[config.mk]
export PLATFORM = sky130hd
export DESIGN_NAME = qb_gpio_port
export DESIGN_NICKNAME = d
export VERILOG_FILES = /design/src/rtl/qb_gpio_pkg.sv /design/src/rtl/qb_port_latch.sv /design/src/rtl/qb_pin_sync.sv /design/src/rtl/qb_read_mux.sv /design/src/rtl/qb_gpio_port.sv
export SDC_FILE = /design/constraint.sdc
export NUM_CORES = 1
export LEC_CHECK = 0
export BUFFER_PORTS_ARGS = -buffer_cell sky130_fd_sc_hd__buf_2
export CORE_UTILIZATION = 44
export CTS_BUF_LIST = sky130_fd_sc_hd__clkbuf_16
export DETAILED_ROUTE_END_ITERATION = 7
export MAX_ROUTING_LAYER = met4
export PLACE_DENSITY = 0.79
export SYNTH_ARGS = -nofsm -noshare
export SYNTH_HDL_FRONTEND = slang
export SYNTH_SLANG_ARGS = --single-unit
[constraint.sdc]
create_clock -name clk -period 0.8 [get_ports clk]
set_clock_uncertainty 0.15 [all_clocks]
set_input_delay 0.08 -clock clk [delete_from_list [all_inputs] [get_ports clk]]
set_output_delay 0.08 -clock clk [all_outputs]
set_load 0.02 [all_outputs]
[src/rtl/qb_gpio_pkg.sv]
// Package: shared types and helpers for the quasi-bidirectional port.
// Assumes: read source is chosen by two independent strobes.
package qb_gpio_pkg;

    typedef enum logic [1:0] {
        RD_SRC_NONE  = 2'd0,
        RD_SRC_LATCH = 2'd1,
        RD_SRC_PIN   = 2'd2
    } rd_src_e;

    // Latch read has priority over pin read.
    function automatic rd_src_e pick_rd_src(input logic latch_req, input logic pin_req);
        if (latch_req)    return RD_SRC_LATCH;
        else if (pin_req) return RD_SRC_PIN;
        else              return RD_SRC_NONE;
    endfunction

endpackage

[src/rtl/qb_port_latch.sv]
// Module: per-pin output latch and pad drive enables.
// Assumes: synchronous active-low reset sets every latch bit to 1 (pins
// released). OPEN_DRAIN selects the variant without an internal pull-up.
module qb_port_latch #(
    parameter int WIDTH      = 8,
    parameter bit OPEN_DRAIN = 1'b0
) (
    input  logic             clk,
    input  logic             rst_n,
    input  logic             wr_en,
    input  logic [WIDTH-1:0] wr_data,
    output logic [WIDTH-1:0] latch_q,
    output logic [WIDTH-1:0] pull_dn,
    output logic [WIDTH-1:0] pull_up
);

    for (genvar i = 0; i < WIDTH; i++) begin : g_bit
        // Store one pin's output bit; loads only on a write strobe.
        always_ff @(posedge clk) begin
            if (!rst_n)     latch_q[i] <= 1'b1;
            else if (wr_en) latch_q[i] <= wr_data[i];
        end

        // Pull-down is on whenever the latch holds 0.
        assign pull_dn[i] = ~latch_q[i];

        if (OPEN_DRAIN) begin : g_od
            // Open-drain variant: no internal pull-up, pin floats when released.
            assign pull_up[i] = 1'b0;
        end else begin : g_std
            // Standard variant: weak pull-up while released.
            assign pull_up[i] = latch_q[i];
        end
    end

endmodule

[src/rtl/qb_pin_sync.sv]
// Module: multi-flop synchronizer for the pad levels.
// Assumes: STAGES >= 2; flops carry no reset since they only track the pad.
module qb_pin_sync #(
    parameter int WIDTH  = 8,
    parameter int STAGES = 2
) (
    input  logic             clk,
    input  logic [WIDTH-1:0] din,
    output logic [WIDTH-1:0] dout
);

    localparam int LAST = STAGES - 1;

    logic [STAGES-1:0][WIDTH-1:0] chain;

    // Shift the pad sample through the flop chain.
    always_ff @(posedge clk) begin
        chain <= {chain[STAGES-2:0], din};
    end

    assign dout = chain[LAST];

endmodule

[src/rtl/qb_read_mux.sv]
// Module: read source selection and registered read data.
// Assumes: latch read has priority; idle cycles return zero.
module qb_read_mux
    import qb_gpio_pkg::*;
#(
    parameter int WIDTH = 8
) (
    input  logic             clk,
    input  logic             rst_n,
    input  logic             rd_latch_en,
    input  logic             rd_pin_en,
    input  logic [WIDTH-1:0] latch_val,
    input  logic [WIDTH-1:0] pin_val,
    output logic [WIDTH-1:0] rd_data
);

    rd_src_e          src;
    logic [WIDTH-1:0] rd_next;

    // Choose the read source and the next read value.
    always_comb begin
        src = pick_rd_src(rd_latch_en, rd_pin_en);
        unique case (src)
            RD_SRC_LATCH: rd_next = latch_val;
            RD_SRC_PIN:   rd_next = pin_val;
            default:      rd_next = '0;
        endcase
    end

    // Register the read result.
    always_ff @(posedge clk) begin
        if (!rst_n) rd_data <= '0;
        else        rd_data <= rd_next;
    end

endmodule

[src/rtl/qb_gpio_port.sv]
// Module: quasi-bidirectional port top.
// Assumes: pad resolution is external; pad_in carries the resolved level.
module qb_gpio_port #(
    parameter int WIDTH       = 8,
    parameter bit OPEN_DRAIN  = 1'b0,
    parameter int SYNC_STAGES = 2
) (
    input  logic             clk,
    input  logic             rst_n,
    input  logic             wr_en,
    input  logic [WIDTH-1:0] wr_data,
    input  logic             rd_latch_en,
    input  logic             rd_pin_en,
    output logic [WIDTH-1:0] rd_data,
    input  logic [WIDTH-1:0] pad_in,
    output logic [WIDTH-1:0] pad_pull_dn,
    output logic [WIDTH-1:0] pad_pull_up
);

    logic [WIDTH-1:0] latch_q;
    logic [WIDTH-1:0] pin_sync;

    qb_port_latch #(.WIDTH(WIDTH), .OPEN_DRAIN(OPEN_DRAIN)) u_latch (
        .clk     (clk),
        .rst_n   (rst_n),
        .wr_en   (wr_en),
        .wr_data (wr_data),
        .latch_q (latch_q),
        .pull_dn (pad_pull_dn),
        .pull_up (pad_pull_up)
    );

    qb_pin_sync #(.WIDTH(WIDTH), .STAGES(SYNC_STAGES)) u_sync (
        .clk  (clk),
        .din  (pad_in),
        .dout (pin_sync)
    );

    qb_read_mux #(.WIDTH(WIDTH)) u_rd (
        .clk         (clk),
        .rst_n       (rst_n),
        .rd_latch_en (rd_latch_en),
        .rd_pin_en   (rd_pin_en),
        .latch_val   (latch_q),
        .pin_val     (pin_sync),
        .rd_data     (rd_data)
    );

endmodule

# Yosys cells after proc, flatten, opt, wreduce, memory -nomap -nowiden
# Index checks and enable logic that the tools add are counted.
# classes
bitwise,8
n_mux,3
eq_ne,2
# ops
operator,count
one-hot mux 8 bit (2 select lines),1
NOT 1 bit,8
2-to-1 mux 2 bit,2
"== test 2 x 1 -> 1 bit, second input constant",1
"== test 2 bit, second input constant",1
# totals
output_inout_bits,24
elab_cells,24
register_bits,32

# Depth between registers and ports, before layout
# logic_depth
ltp_word,4
ltp_mapped,4
depth_no_buf,2

# Cells and area by module
# From an unflattened synthesis, not the netlist that was laid out.
# unflattened
cells_unflattened,103
hier_area_um2,1079.8
# by_module_without_submodules
mod,cells_per_inst,instances,area_each_um2,seq_area_each_um2
qb_pin_sync,24,1,380.4,320.3
qb_port_latch,43,1,377.9,160.2
qb_read_mux,36,1,321.6,160.2

# Worst setup path before layout
# Ideal clock, no wire load.
# synth_path
path_kind,reg-to-reg
start,"register, netlist name u_latch.latch_q[7]"
end,register u_latch.latch_q[7]
arrival_time_ns,0.779
path_buffers,0
path_stages_with_launch,3
slack_ns,-0.208
period_less_slack_ns,1.008
path_cell_list,dfxtp_1 -> inv_1 -> o211ai_1
# synth_lines
element,line,rtl
"to (signal, indexed assignment)",qb_port_latch.sv:21,else if (wr_en) latch_q[i] <= wr_data[i];
to (decl),qb_port_latch.sv:12,"output logic [WIDTH-1:0] latch_q,"

# Final worst setup path
# layout_path
start,register u_latch.latch_q[6]
end,output port pad_pull_dn[6]
# layout_between
elab_chain_cells,1
# layout_lines
element,line,rtl
NOT 1 bit,qb_port_latch.sv:25,assign pull_dn[i] = ~latch_q[i];
to (decl),qb_gpio_port.sv:16,"output logic [WIDTH-1:0] pad_pull_dn,"
# No other way between the ends.

==> flow_metrics.py <==
metrics = {
    "run_status": {
        "status": "finished, violations left",
        "violations": "hold timing, setup timing",
    },
    "finish": {
        "drive_gt1_share_pct": 57.7,
        "areaGrowthSynthToFinish_pct": 70.9,
        "n_antenna_cell": 0,
        "final_area_sq_um": 1670,
        "instances_no_fill": 176,
        "nets": 169,
        "n_fill_cell": 124,
    },
    "place": {
        "pre_cts_ws_ps": -4.04,
        "place_congestion": 0.729,
        "io_buffer_count": 44,
        "place_area_sq_um": 1250,
        "placed_cells": 154,
        "post-dp-hpwl_um": 1420,
    },
    "floorplanning": {
        "io_pins": 45,
        "die-width_um": 49.2,
        "core.rowCount": 16,
        "core_area_sq_um": 2020,
        "start_util_pct": 48.5,
        "fp.dieH_um": 49.2,
        "die-area_sq_um": 2420,
    },
    "clocking": {
        "insertion_delay_ps": 260,
        "clock_sinks": 32,
        "cts-root-buf": "clkbuf_16",
        "clkTransAtPathRegs_ps": 50,
        "cts_inserted_buffers": 5,
        "clk_path_buf_depth": 2,
        "cts_hold_buf": 8,
        "cts_tree": "yes",
        "htree_num_levels": 2,
    },
    "critical_path": {
        "worstSetupPathType": "reg2out",
        "path_cells": "inv_4, buf_6",
        "rr_endpoint": "u_latch.latch_q[7]",
        "slowest_stage": "dfxtp_4",
        "end_kind": "primary output",
        "r2r_start": "u_latch.latch_q[7]",
        "critPathTopFamily": "flip-flops",
        "worstPathArrival_ps": 790,
        "path_buf_inv": 2,
        "reg2reg_slack_ps": -90,
        "worstSetupStartpoint": "u_latch.latch_q[6]",
        "critPathLaunchType": "flip-flop",
        "critPathCapture": "pad_pull_dn[6]",
        "crit_fanout": 3,
        "critPathMaxStageDelay_ps": 370,
        "cp_num_cells": 2,
        "rr_worst_depth": 3,
        "critPathRequiredTime_ps": 570,
    },
    "global_routing": {
        "gr-usage-all-layers_pct": 20.6,
        "grt_pass1_wl_um": 3550,
        "grt_antenna_before_repair": 0,
        "overflow": 0,
        "grt_pass1_vias": 828,
        "grt_max_degree": 17,
    },
    "timing": {
        "worst_pin_slew_ps": 267,
        "setup_viol": 30,
        "worst_hold_slack_ps": -113,
        "fin_crit_ps": 1020,
        "fmax_ghz": 0.982,
        "relSlewSlack_pct": 82.2,
        "fin_ws_ps": -218,
        "setup_tns_ps": -4650,
        "post-route-period-util_pct": 127,
        "final_hold_viol_count": 10,
        "finalMaxSlewViolations": 0,
        "rsz0062_at_grt": "yes",
    },
    "route": {
        "wire_per_inst_um": 12.8,
        "drcViolationCount": 0,
        "antenna_left": 0,
        "wirelength_um": 2250,
        "drt_iter0_markers": 10,
        "viasPerCell": 4.70,
        "vias": 828,
        "dr.pass1.iters": 4,
    },
    "power": {
        "combPwrFrac_pct": 14.1,
        "power_switching_mw": 0.917,
        "power_per_cell_area_nw_per_um2": 2420,
        "p_seq_share_pct": 43.6,
        "p_sw_share_pct": 22.6,
        "p_int_mw": 3.13,
        "leakagePower_nw": 0.778,
        "irDropWorstVdd_uv": 2280,
        "clkPwrFrac_pct": 42.3,
        "power_mw": 4.05,
    },
    "run": {
        "cap_viol_max_count": 0,
    },
    "synthesis": {
        "yosysMostFrequentCell": "dfxtp_1",
        "ys_ff_latch": 32,
        "synth_top_cell_area_share_pct": 65.4,
        "yosysUniqueCellTypes": 14,
        "syn_area_sq_um": 980,
        "syn_inst": 86,
        "synth_edf_count": 0,
        "synth-async-reset-ratio_pct": 0,
        "syn_avg_cell_area_sq_um": 11.4,
        "syn_nets": 107,
        "ys_top_cells_by_area": "dfxtp_1 (65%), o211ai_1 (5.4%), buf_6 (4.6%)",
        "synth_top_area_cell": "dfxtp_1",
        "synth.yosys.seq_area_share_pct": 65.4,
        "ys_warn_count": 0,
        "dominantRegCellSynth": "dfxtp_1",
        "yosys-top-cells-count": "dfxtp_1 (32), nand2_1 (9), inv_1 (8), nand3_1 (8), o211ai_1 (7)",
    },
    "worst_hold_path": {
        "min_from": "wr_data[1]",
        "min_path_type": "in2reg",
        "worstHoldPathCells": 3,
    },
}
==> metrics by stage <==
| stage | utilization, % | hold WS [ps] |
|---|---|---|
| 6_report | 82.8 | -113 |
| 5_1_grt | 82.8 | -107 |
| 4_1_cts | 81.3 | -121 |
| 3_5_place_dp | 61.6 | 33.6 |
| 3_3_place_gp | 61.6 | 31.8 |
| 2_1_floorplan | - | -42.3 |
==> worst reg2reg max path: stages (launching register included) <==
cell and delay, ps:
dfxtp_4 360, inv_4 40, buf_4 120, o211ai_1 140
==> layer usage <==
metal | global-route usage (%) | vias to the layer above | wire (um)
li1 | - | 408 | -
met1 | 20.0 | 382 | 811
met2 | 37.4 | 34 | 1300
met3 | 6.85 | 4 | 107
met4 | 7.35 | 0 | 23
met5 | - | - | 0
==> timing repair <==
item	CTS	global route
resized for setup	49	8
setup buffers	6	1
setup endpoints to repair	24	34
pin swaps	0	2
hold endpoints to repair	18	10
==> kinds of logic (layout without fill, tap and decap cells) <==
logic type             after synthesis  after routing  synth area share (%)
flip-flops                          32             32                  65.4
AND/OR/NAND/NOR                     26             26                  14.3
AO/OA/AOI/OAI                       15             15                  10.6
buffers and inverters               13             76                  9.71
==> placed cells by master (no fill, tap or decap) <==
cell           Yosys  final
nand2_2            1      1
nand4b_1           1      1
inv_1              8      1
clkbuf_16          0      5
dfxtp_4            0      8
dlygate4sd3_1      0      8
clkinv_1           0      1
o211ai_2           1      1
buf_2              0     20
o21ai_1            6      6
nand2b_4           1      1
buf_6              4     25
dfxtp_2            0      8
buf_12             1      1
nand2b_1           6      6
nand2_1            9      9
nand3_1            8      8
buf_4              0      6
o211ai_1           7      7
dfxtp_1           32     16
o21ai_2            1      1
inv_4              0      9
==> final cells by class <==
| class | instances | area, sq um | share of cell area, % |
|---|---|---|---|
| inverters | 8 | 50.0 | 2.99 |
| well taps | 27 | 33.8 | 2.02 |
| clock buffers | 5 | 125 | 7.47 |
| flip-flops and latches | 32 | 681 | 40.7 |
| clock inverters | 3 | 13.8 | 0.822 |
| multi-input cells | 41 | 244 | 14.6 |
| repair buffers | 60 | 527 | 31.5 |
==> state kept, by name (all words and copies together) (netlist names) <==
name and cells:
u_latch.latch_q 8, u_rd.rd_data 8, u_sync.chain 8, u_sync.dout 8
==> worst min-delay path by stage <==
stage | to | slack, ps
5_1_grt | u_latch.latch_q[1] | -110
3_5_place_dp | u_sync.chain[0] | 30
2_1_floorplan | u_sync.chain[0] | -40
6_report | u_latch.latch_q[1] | -110
4_1_cts | u_latch.latch_q[7] | -120
3_3_place_gp | u_sync.chain[4] | 30
==> power groups by stage <==
| stage | clock [mW] | sequential, mW | combinational (mW) |
|---|---|---|---|
| finish | 1.72 | 1.77 | 0.570 |
| global route | 1.83 | 1.78 | 0.607 |
| CTS | 1.75 | 1.76 | 0.545 |
| detailed placement | 0 | 1.78 | 0.396 |
| global placement | 0 | 1.77 | 0.388 |
| floorplan | 0 | 1.85 | 0.185 |
Note: power is estimated with default switching activity, not from simulation.
